[config.mk]
export PLATFORM = sky130hd
export DESIGN_NAME = intc_claim
export DESIGN_NICKNAME = d
export VERILOG_FILES = /design/src/rtl/intc_claim.sv
export SDC_FILE = /design/constraint.sdc
export NUM_CORES = 1
export LEC_CHECK = 0
export ABC_CLOCK_PERIOD_IN_PS = 115200
export BUFFER_PORTS_ARGS = -buffer_cell sky130_fd_sc_hd__buf_2
export CAP_MARGIN = 20
export CORE_MARGIN = 4
export CORE_UTILIZATION = 65
export DETAILED_ROUTE_END_ITERATION = 6
export PLACE_DENSITY_LB_ADDON = 0.05
export SKIP_CTS_REPAIR_TIMING = 1
export SYNTH_ARGS = -nofsm -noshare
export SYNTH_HDL_FRONTEND = slang
export SYNTH_SLANG_ARGS = --single-unit
export TNS_END_PERCENT = 10
[constraint.sdc]
create_clock -name clk -period 115.2 [get_ports clk]
set_input_delay 11.52 -clock clk [delete_from_list [all_inputs] [get_ports clk]]
set_output_delay 11.52 -clock clk [all_outputs]
set_load 0.02 [all_outputs]
[src/rtl/intc_claim.sv]
`timescale 1ns/1ps
module intc_claim #(
  parameter int NSRC = 31,
  parameter int NCTX = 2,
  parameter int PW = 3,
  parameter int ADDR_W = 24,
  parameter logic [NSRC-1:0] EDGE_SRC = {{(NSRC/2){1'b1}}, {(NSRC-NSRC/2){1'b0}}}
) (
  input  logic              clk,
  input  logic              rst_n,
  input  logic [NSRC-1:0]   src_irq,
  input  logic              bus_en,
  input  logic              bus_we,
  input  logic [ADDR_W-1:0] bus_addr,
  input  logic [31:0]       bus_wdata,
  output logic [31:0]       bus_rdata,
  output logic [NCTX-1:0]   irq_o
);
  localparam int IDW = $clog2(NSRC + 1);
  localparam int CW  = (NCTX > 1) ? $clog2(NCTX) : 1;
  localparam int NW  = (NSRC + 32) / 32;
  localparam logic [31:0] EN_BASE = 32'h0000_2000;
  localparam logic [31:0] CX_BASE = 32'h0020_0000;

  logic [PW-1:0]  prio_q [NSRC+1];
  logic [NSRC:0]  en_q   [NCTX];
  logic [PW-1:0]  thr_q  [NCTX];
  logic [NSRC:0]  pend_q, busy_q, prev_q;
  logic [NSRC:0]  pend_d, busy_d, in_v, edge_v, req_v;
  logic [NSRC:0]  clm_vec, cmp_vec;
  logic [IDW-1:0] best_id [NCTX];
  logic [PW-1:0]  best_p  [NCTX];

  logic [31:0] a, en_off, cx_off, rd_val, en_rd;
  logic        rd, wr, hit_prio, hit_en, hit_cx, is_thr, is_clm;
  logic [CW-1:0]  en_ctx, cx_ctx;
  logic [IDW-1:0] pid, cid, clm_id;
  logic           clm_go, cmp_ok;

  // address decode
  assign a        = 32'(bus_addr) & ~32'd3;
  assign en_off   = a - EN_BASE;
  assign cx_off   = a - CX_BASE;
  assign rd       = bus_en & ~bus_we;
  assign wr       = bus_en & bus_we;
  assign hit_prio = a < 32'(4 * (NSRC + 1));
  assign hit_en   = (a >= EN_BASE) && (en_off < 32'(NCTX * 128))
                    && ({27'd0, en_off[6:2]} < 32'(NW));
  assign hit_cx   = (a >= CX_BASE) && (cx_off < 32'(NCTX * 4096));
  assign is_thr   = hit_cx && (cx_off[11:0] == 12'h000);
  assign is_clm   = hit_cx && (cx_off[11:0] == 12'h004);
  assign en_ctx   = CW'(en_off >> 7);
  assign cx_ctx   = CW'(cx_off >> 12);
  assign pid      = a[IDW+1:2];
  assign cid      = bus_wdata[IDW-1:0];

  // per-context arbitration: strict compare keeps the lowest ID on ties
  always_comb begin
    for (int c = 0; c < NCTX; c++) begin
      best_id[c] = '0;
      best_p[c]  = '0;
      for (int s = 1; s <= NSRC; s++) begin
        if (pend_q[s] && en_q[c][s] && (prio_q[s] > thr_q[c]) && (prio_q[s] > best_p[c])) begin
          best_p[c]  = prio_q[s];
          best_id[c] = IDW'(s);
        end
      end
      irq_o[c] = (best_id[c] != '0);
    end
  end

  // claim and complete
  assign clm_id  = best_id[cx_ctx];
  assign clm_go  = rd && is_clm && (clm_id != '0);
  assign cmp_ok  = wr && is_clm && (bus_wdata != 32'd0) && (bus_wdata <= 32'(NSRC))
                   && en_q[cx_ctx][cid];
  assign clm_vec = clm_go ? ((NSRC+1)'(1) << clm_id) : '0;
  assign cmp_vec = cmp_ok ? ((NSRC+1)'(1) << cid) : '0;

  // gateways
  assign in_v   = {src_irq, 1'b0};
  assign edge_v = {EDGE_SRC, 1'b0};
  assign req_v  = (edge_v & in_v & ~prev_q) | (~edge_v & in_v);
  assign pend_d = (pend_q & ~clm_vec) | (req_v & ~pend_q & (~busy_q | cmp_vec));
  assign busy_d = (busy_q & ~cmp_vec) | clm_vec;

  // read mux
  always_comb begin
    en_rd = '0;
    for (int s = 1; s <= NSRC; s++)
      if ((s / 32) == int'(en_off[6:2])) en_rd[s % 32] = en_q[en_ctx][s];
  end

  always_comb begin
    rd_val = '0;
    if (hit_prio)    rd_val = 32'(prio_q[pid]);
    else if (hit_en) rd_val = en_rd;
    else if (is_thr) rd_val = 32'(thr_q[cx_ctx]);
    else if (is_clm) rd_val = 32'(clm_id);
  end

  always_ff @(posedge clk or negedge rst_n) begin
    if (!rst_n) begin
      pend_q    <= '0;
      busy_q    <= '0;
      prev_q    <= '0;
      bus_rdata <= '0;
      for (int s = 0; s <= NSRC; s++) prio_q[s] <= '0;
      for (int c = 0; c < NCTX; c++) begin
        en_q[c]  <= '0;
        thr_q[c] <= '0;
      end
    end else begin
      pend_q <= pend_d;
      busy_q <= busy_d;
      prev_q <= in_v;
      if (rd) bus_rdata <= rd_val;
      if (wr) begin
        if (hit_prio && pid != '0) prio_q[pid] <= bus_wdata[PW-1:0];
        if (hit_en)
          for (int s = 1; s <= NSRC; s++)
            if ((s / 32) == int'(en_off[6:2])) en_q[en_ctx][s] <= bus_wdata[s % 32];
        if (is_thr) thr_q[cx_ctx] <= bus_wdata[PW-1:0];
      end
    end
  end

  AST_PEND_BUSY_EXCL: assert property (@(posedge clk) disable iff (!rst_n)
    (pend_q & busy_q) == '0);
  AST_CLAIM_RDATA: assert property (@(posedge clk) disable iff (!rst_n)
    (rd && is_clm) |=> (bus_rdata == 32'($past(clm_id))));
  AST_CLAIM_CLOSES: assert property (@(posedge clk) disable iff (!rst_n)
    clm_go |=> ((busy_q & $past(clm_vec)) == $past(clm_vec)));
  AST_CMPL_RELEASE: assert property (@(posedge clk) disable iff (!rst_n)
    cmp_ok |=> ((busy_q & $past(cmp_vec)) == '0));

  for (genvar c = 0; c < NCTX; c++) begin : g_thr_chk
    AST_THR_BLOCKS: assert property (@(posedge clk) disable iff (!rst_n)
      (thr_q[c] == '1) |-> !irq_o[c]);
  end
endmodule

==> results.md <==
* Seq/Total Area, Yosys at 0.271
* PwrDens at 7.33 nW/um2
* Simple-Gate Fraction of Synth Area at 0.193
* Die H at 205 um
* Die area at 41900 um2
* Number of max-cap violations at 0
* First-pass GRT wire length at 138000 um
* Fmax at 17.3 MHz
* Share of layout cells above drive strength 1 at 0.157
* Final Cell Area at 27200 um2
* TritonCTS clock tree: done
* Least-Margin Pin Slew at 1.16 ns
* H-tree depth at 1
* Leakage power at 12.4 nW
* Crit path required time at 103.68 ns
* Initial DRT Pass Iterations at 7
* Number of synthesized register bits at 273
* Async set or reset register ratio after synthesis at 1.00
* Max FO, Critical Path at 9
* Max stage delay cell, worst path: o31ai_1
* Cell mode on critical path: ha_1
* Fraction of synthesized area in multiplexers at 0.119
* Post-synthesis compound-gate area fraction at 0.231
* Avg WL per Cell at 25.5 um
* Nets at 3345
* Number of global-route vias before repair at 24300
* Largest delay contributor family on the critical path: compound AO/OA/AOI/OAI gates
* Initial drt markers at 2918
* Cell internal pwr at 150 uW
* Clk sinks at 273
* Unique masters post-synth at 111
* Largest net degree at the start of global routing at 120
* Worst skew pair latency at 0.59 ns
* WL final at 89800 um
* Tot Pwr at 199 uW
* Worst path bufs/invs at 6
* Unrepaired setup endpoints after global routing: false
* Setup violators final at 0
* Crit-path max cell delay at 0.79 ns
* Cts bufs inserted at 29
* Critical Path Start Type: register
* DRC at 0
* CTS root buf: clkbuf_16
* Crit path kind: reg -> out
* Synth Instances at 2904
* Number of synthesized flops with an enable pin at 0
* Run status: finished clean
* Critical path arrival at 46.34 ns
* Die Width at 205 um
* Adder-cell share of the synthesized area at 0.145
* Post-Synth XOR/XNOR Area at 0.00104
* Cell area after synthesis at 25200 um2
* Util after Layout at 0.716
* Placed inst area at 26300 um2
* Setup ws final at 57.34 ns
* Std cell rows at 71
* DP Cell Count at 3465
* Starting Density at 0.664
* Sw Ratio at 0.249
* Place WS at 59.51 ns
* Tot GR Track Use at 0.420
* Sequential power share at 0.485
* Main combinational cell family by area after synthesis: compound AO/OA/AOI/OAI gates
* Hold Crit Class: reg -> reg
* Maximum VDD drop at 0.0154 mV
* TNS Setup at 0 ns
* Routed Antenna Nets at 0
* Final setup skew at 0.0310 ns
* Synth Flop Type: dfrtp_1
* Share of the synthesized area in the top cell type at 0.271
* Sw Pwr at 49.7 uW
* Max Root-Sink Buffers at 3
* Synth area leader: dfrtp_1
* Area delta synth->final at 7.97%
* IO Count at 125
* Core Box Area at 37900 um2
* Max-slew headroom at 0.228
* Vias/cell at 7.21
* Grt total ovfl at 0
* Via count at 25400
* Hold Fails Final Rpt at 0
* Initial antenna violation count at 6
* Final slew viol count at 0
* Crit path time final at 57.86 ns
* Clock power frac at 0.454
* Min Hold Slack at 0.385 ns
* Clk slew on worst S/H paths at 0.06 ns
* Port bufs at 122
* Post-DP HPWL at 67300 um
* Critical Path Sink Type: output pin
* Combinational Power Share at 0.061
* Synthesized area per cell at 8.67 um2
* Yosys Warn Count at 0
* Gpl congestion at 0.973
* Final Cycle Share at 0.502
* Syn Nets at 3263
* Top post-synthesis cells by area: dfrtp_1, ha_1, mux2_2
* Final std cells w/o fill at 3517
[logic make-up after synthesis]
kind of cell    count (synthesis)
compound gates                866
xor+xnor                        3
fa+ha+maj                     297
buf+inv                       261
flops                         273
mux                           233
simple gates                  971
[Yosys cell counts (all sizes together) (9+ instances only)]
cell and number:
nand2 328, dfrtp 273, ha 268, o21ai 218
a21oi 190, inv 161, mux2 158, nor2 151
nand3 118, clkbuf 86, a31oi 61, nor3 58
a21o 56, and2 53, and3 44, a311oi 38
mux4 38, mux2i 37, nor2b 35, o21a 35
nand4 30, maj3 29, o211ai 29, or2 27
a211oi 26, a22oi 22, nor4 22, or3 20
nand2b 19, o22ai 18, and4 16, nand3b 15
a211o 14, a31o 14, buf 13, a21boi 12
nor3b 12, o221ai 11, o31ai 11, a221oi 10
or4 10, o2111ai 9
[power by group through the flow]
stage	Sequential (mW)	Combinational, mW	Clock [mW]
after floorplan	0.0984	0.00467	0
after global placement	0.0983	0.0115	0
after detailed placement	0.0983	0.0117	0
after CTS	0.0965	0.0118	0.0910
after global routing	0.0965	0.0129	0.0947
final	0.0966	0.0121	0.0905
[worst paths after layout]
| check | start | cells past startpoint | to | slack (ns) |
|---|---|---|---|---|
| max | prio_q[91] | 198 | irq_o[0] | 57.34 |
| min | prio_q[94] | 0 | prio_q[94] | 0.39 |
| max reg2reg | prio_q[91] | 200 | pend_q[6] | 68.14 |
| min reg2reg | prio_q[94] | 0 | prio_q[94] | 0.39 |
| max in group asynchronous | rst_n | 2 | en_q[43] | 102.64 |
| min in group asynchronous | rst_n | 1 | bus_rdata[22] | 11.01 |
[worst reg2reg max path, delay by kind of cell, from the launching register on]
family | cells | cell delay (ns)
AND/OR/NAND/NOR | 67 | 10.99
adder cells (fa/ha/maj) | 42 | 12.57
flip-flops | 1 | 0.50
buffers and inverters | 5 | 0.67
multiplexers | 10 | 3.69
AO/OA/AOI/OAI | 76 | 18.47
[layout by cell type (no fill, tap or decap), types with 37 or more instances in the layout]
cell type  Yosys  final
inv_1        161    161
mux4_2        38     38
o21ai_0      182    182
and2_1        51     51
nand2_1      327    327
a21oi_1      190    190
a31oi_1       58     58
nor2_1       151    151
ha_1         268    268
nor3_1        56     56
buf_2          3    121
nand3_1      117    117
mux2_2       158    158
and3_1        44     44
mux2i_1       37     37
dfrtp_1      273    273
a21o_1        55     55
[final cells by class]
type,instances,area (um2)
clock buffers,36,782
repair buffers,150,851
inverters,162,608
diodes,3,7.51
well taps,511,639
flip-flops and latches,273,6830
fillers,2966,10800
multi-input cells,2370,17400
clock inverters,12,98.8
[registers in the layout, summed over array words and instances (netlist names)]
register   count
pend_q        31
prio_q        96
bus_rdata     32
en_q          62
busy_q        31
thr_q          6
prev_q        15
[per-layer routing]
layer,routed length (um),vias up,part of all wire,global-route usage
met5,37,-,0.00041,0
li1,-,11200,-,-
met1,34100,12200,0.38,0.552
met3,11400,381,0.13,0.111
met4,5650,6,0.063,0.207
met2,38700,1647,0.43,0.644
Note: power is estimated with default switching activity, not from simulation.
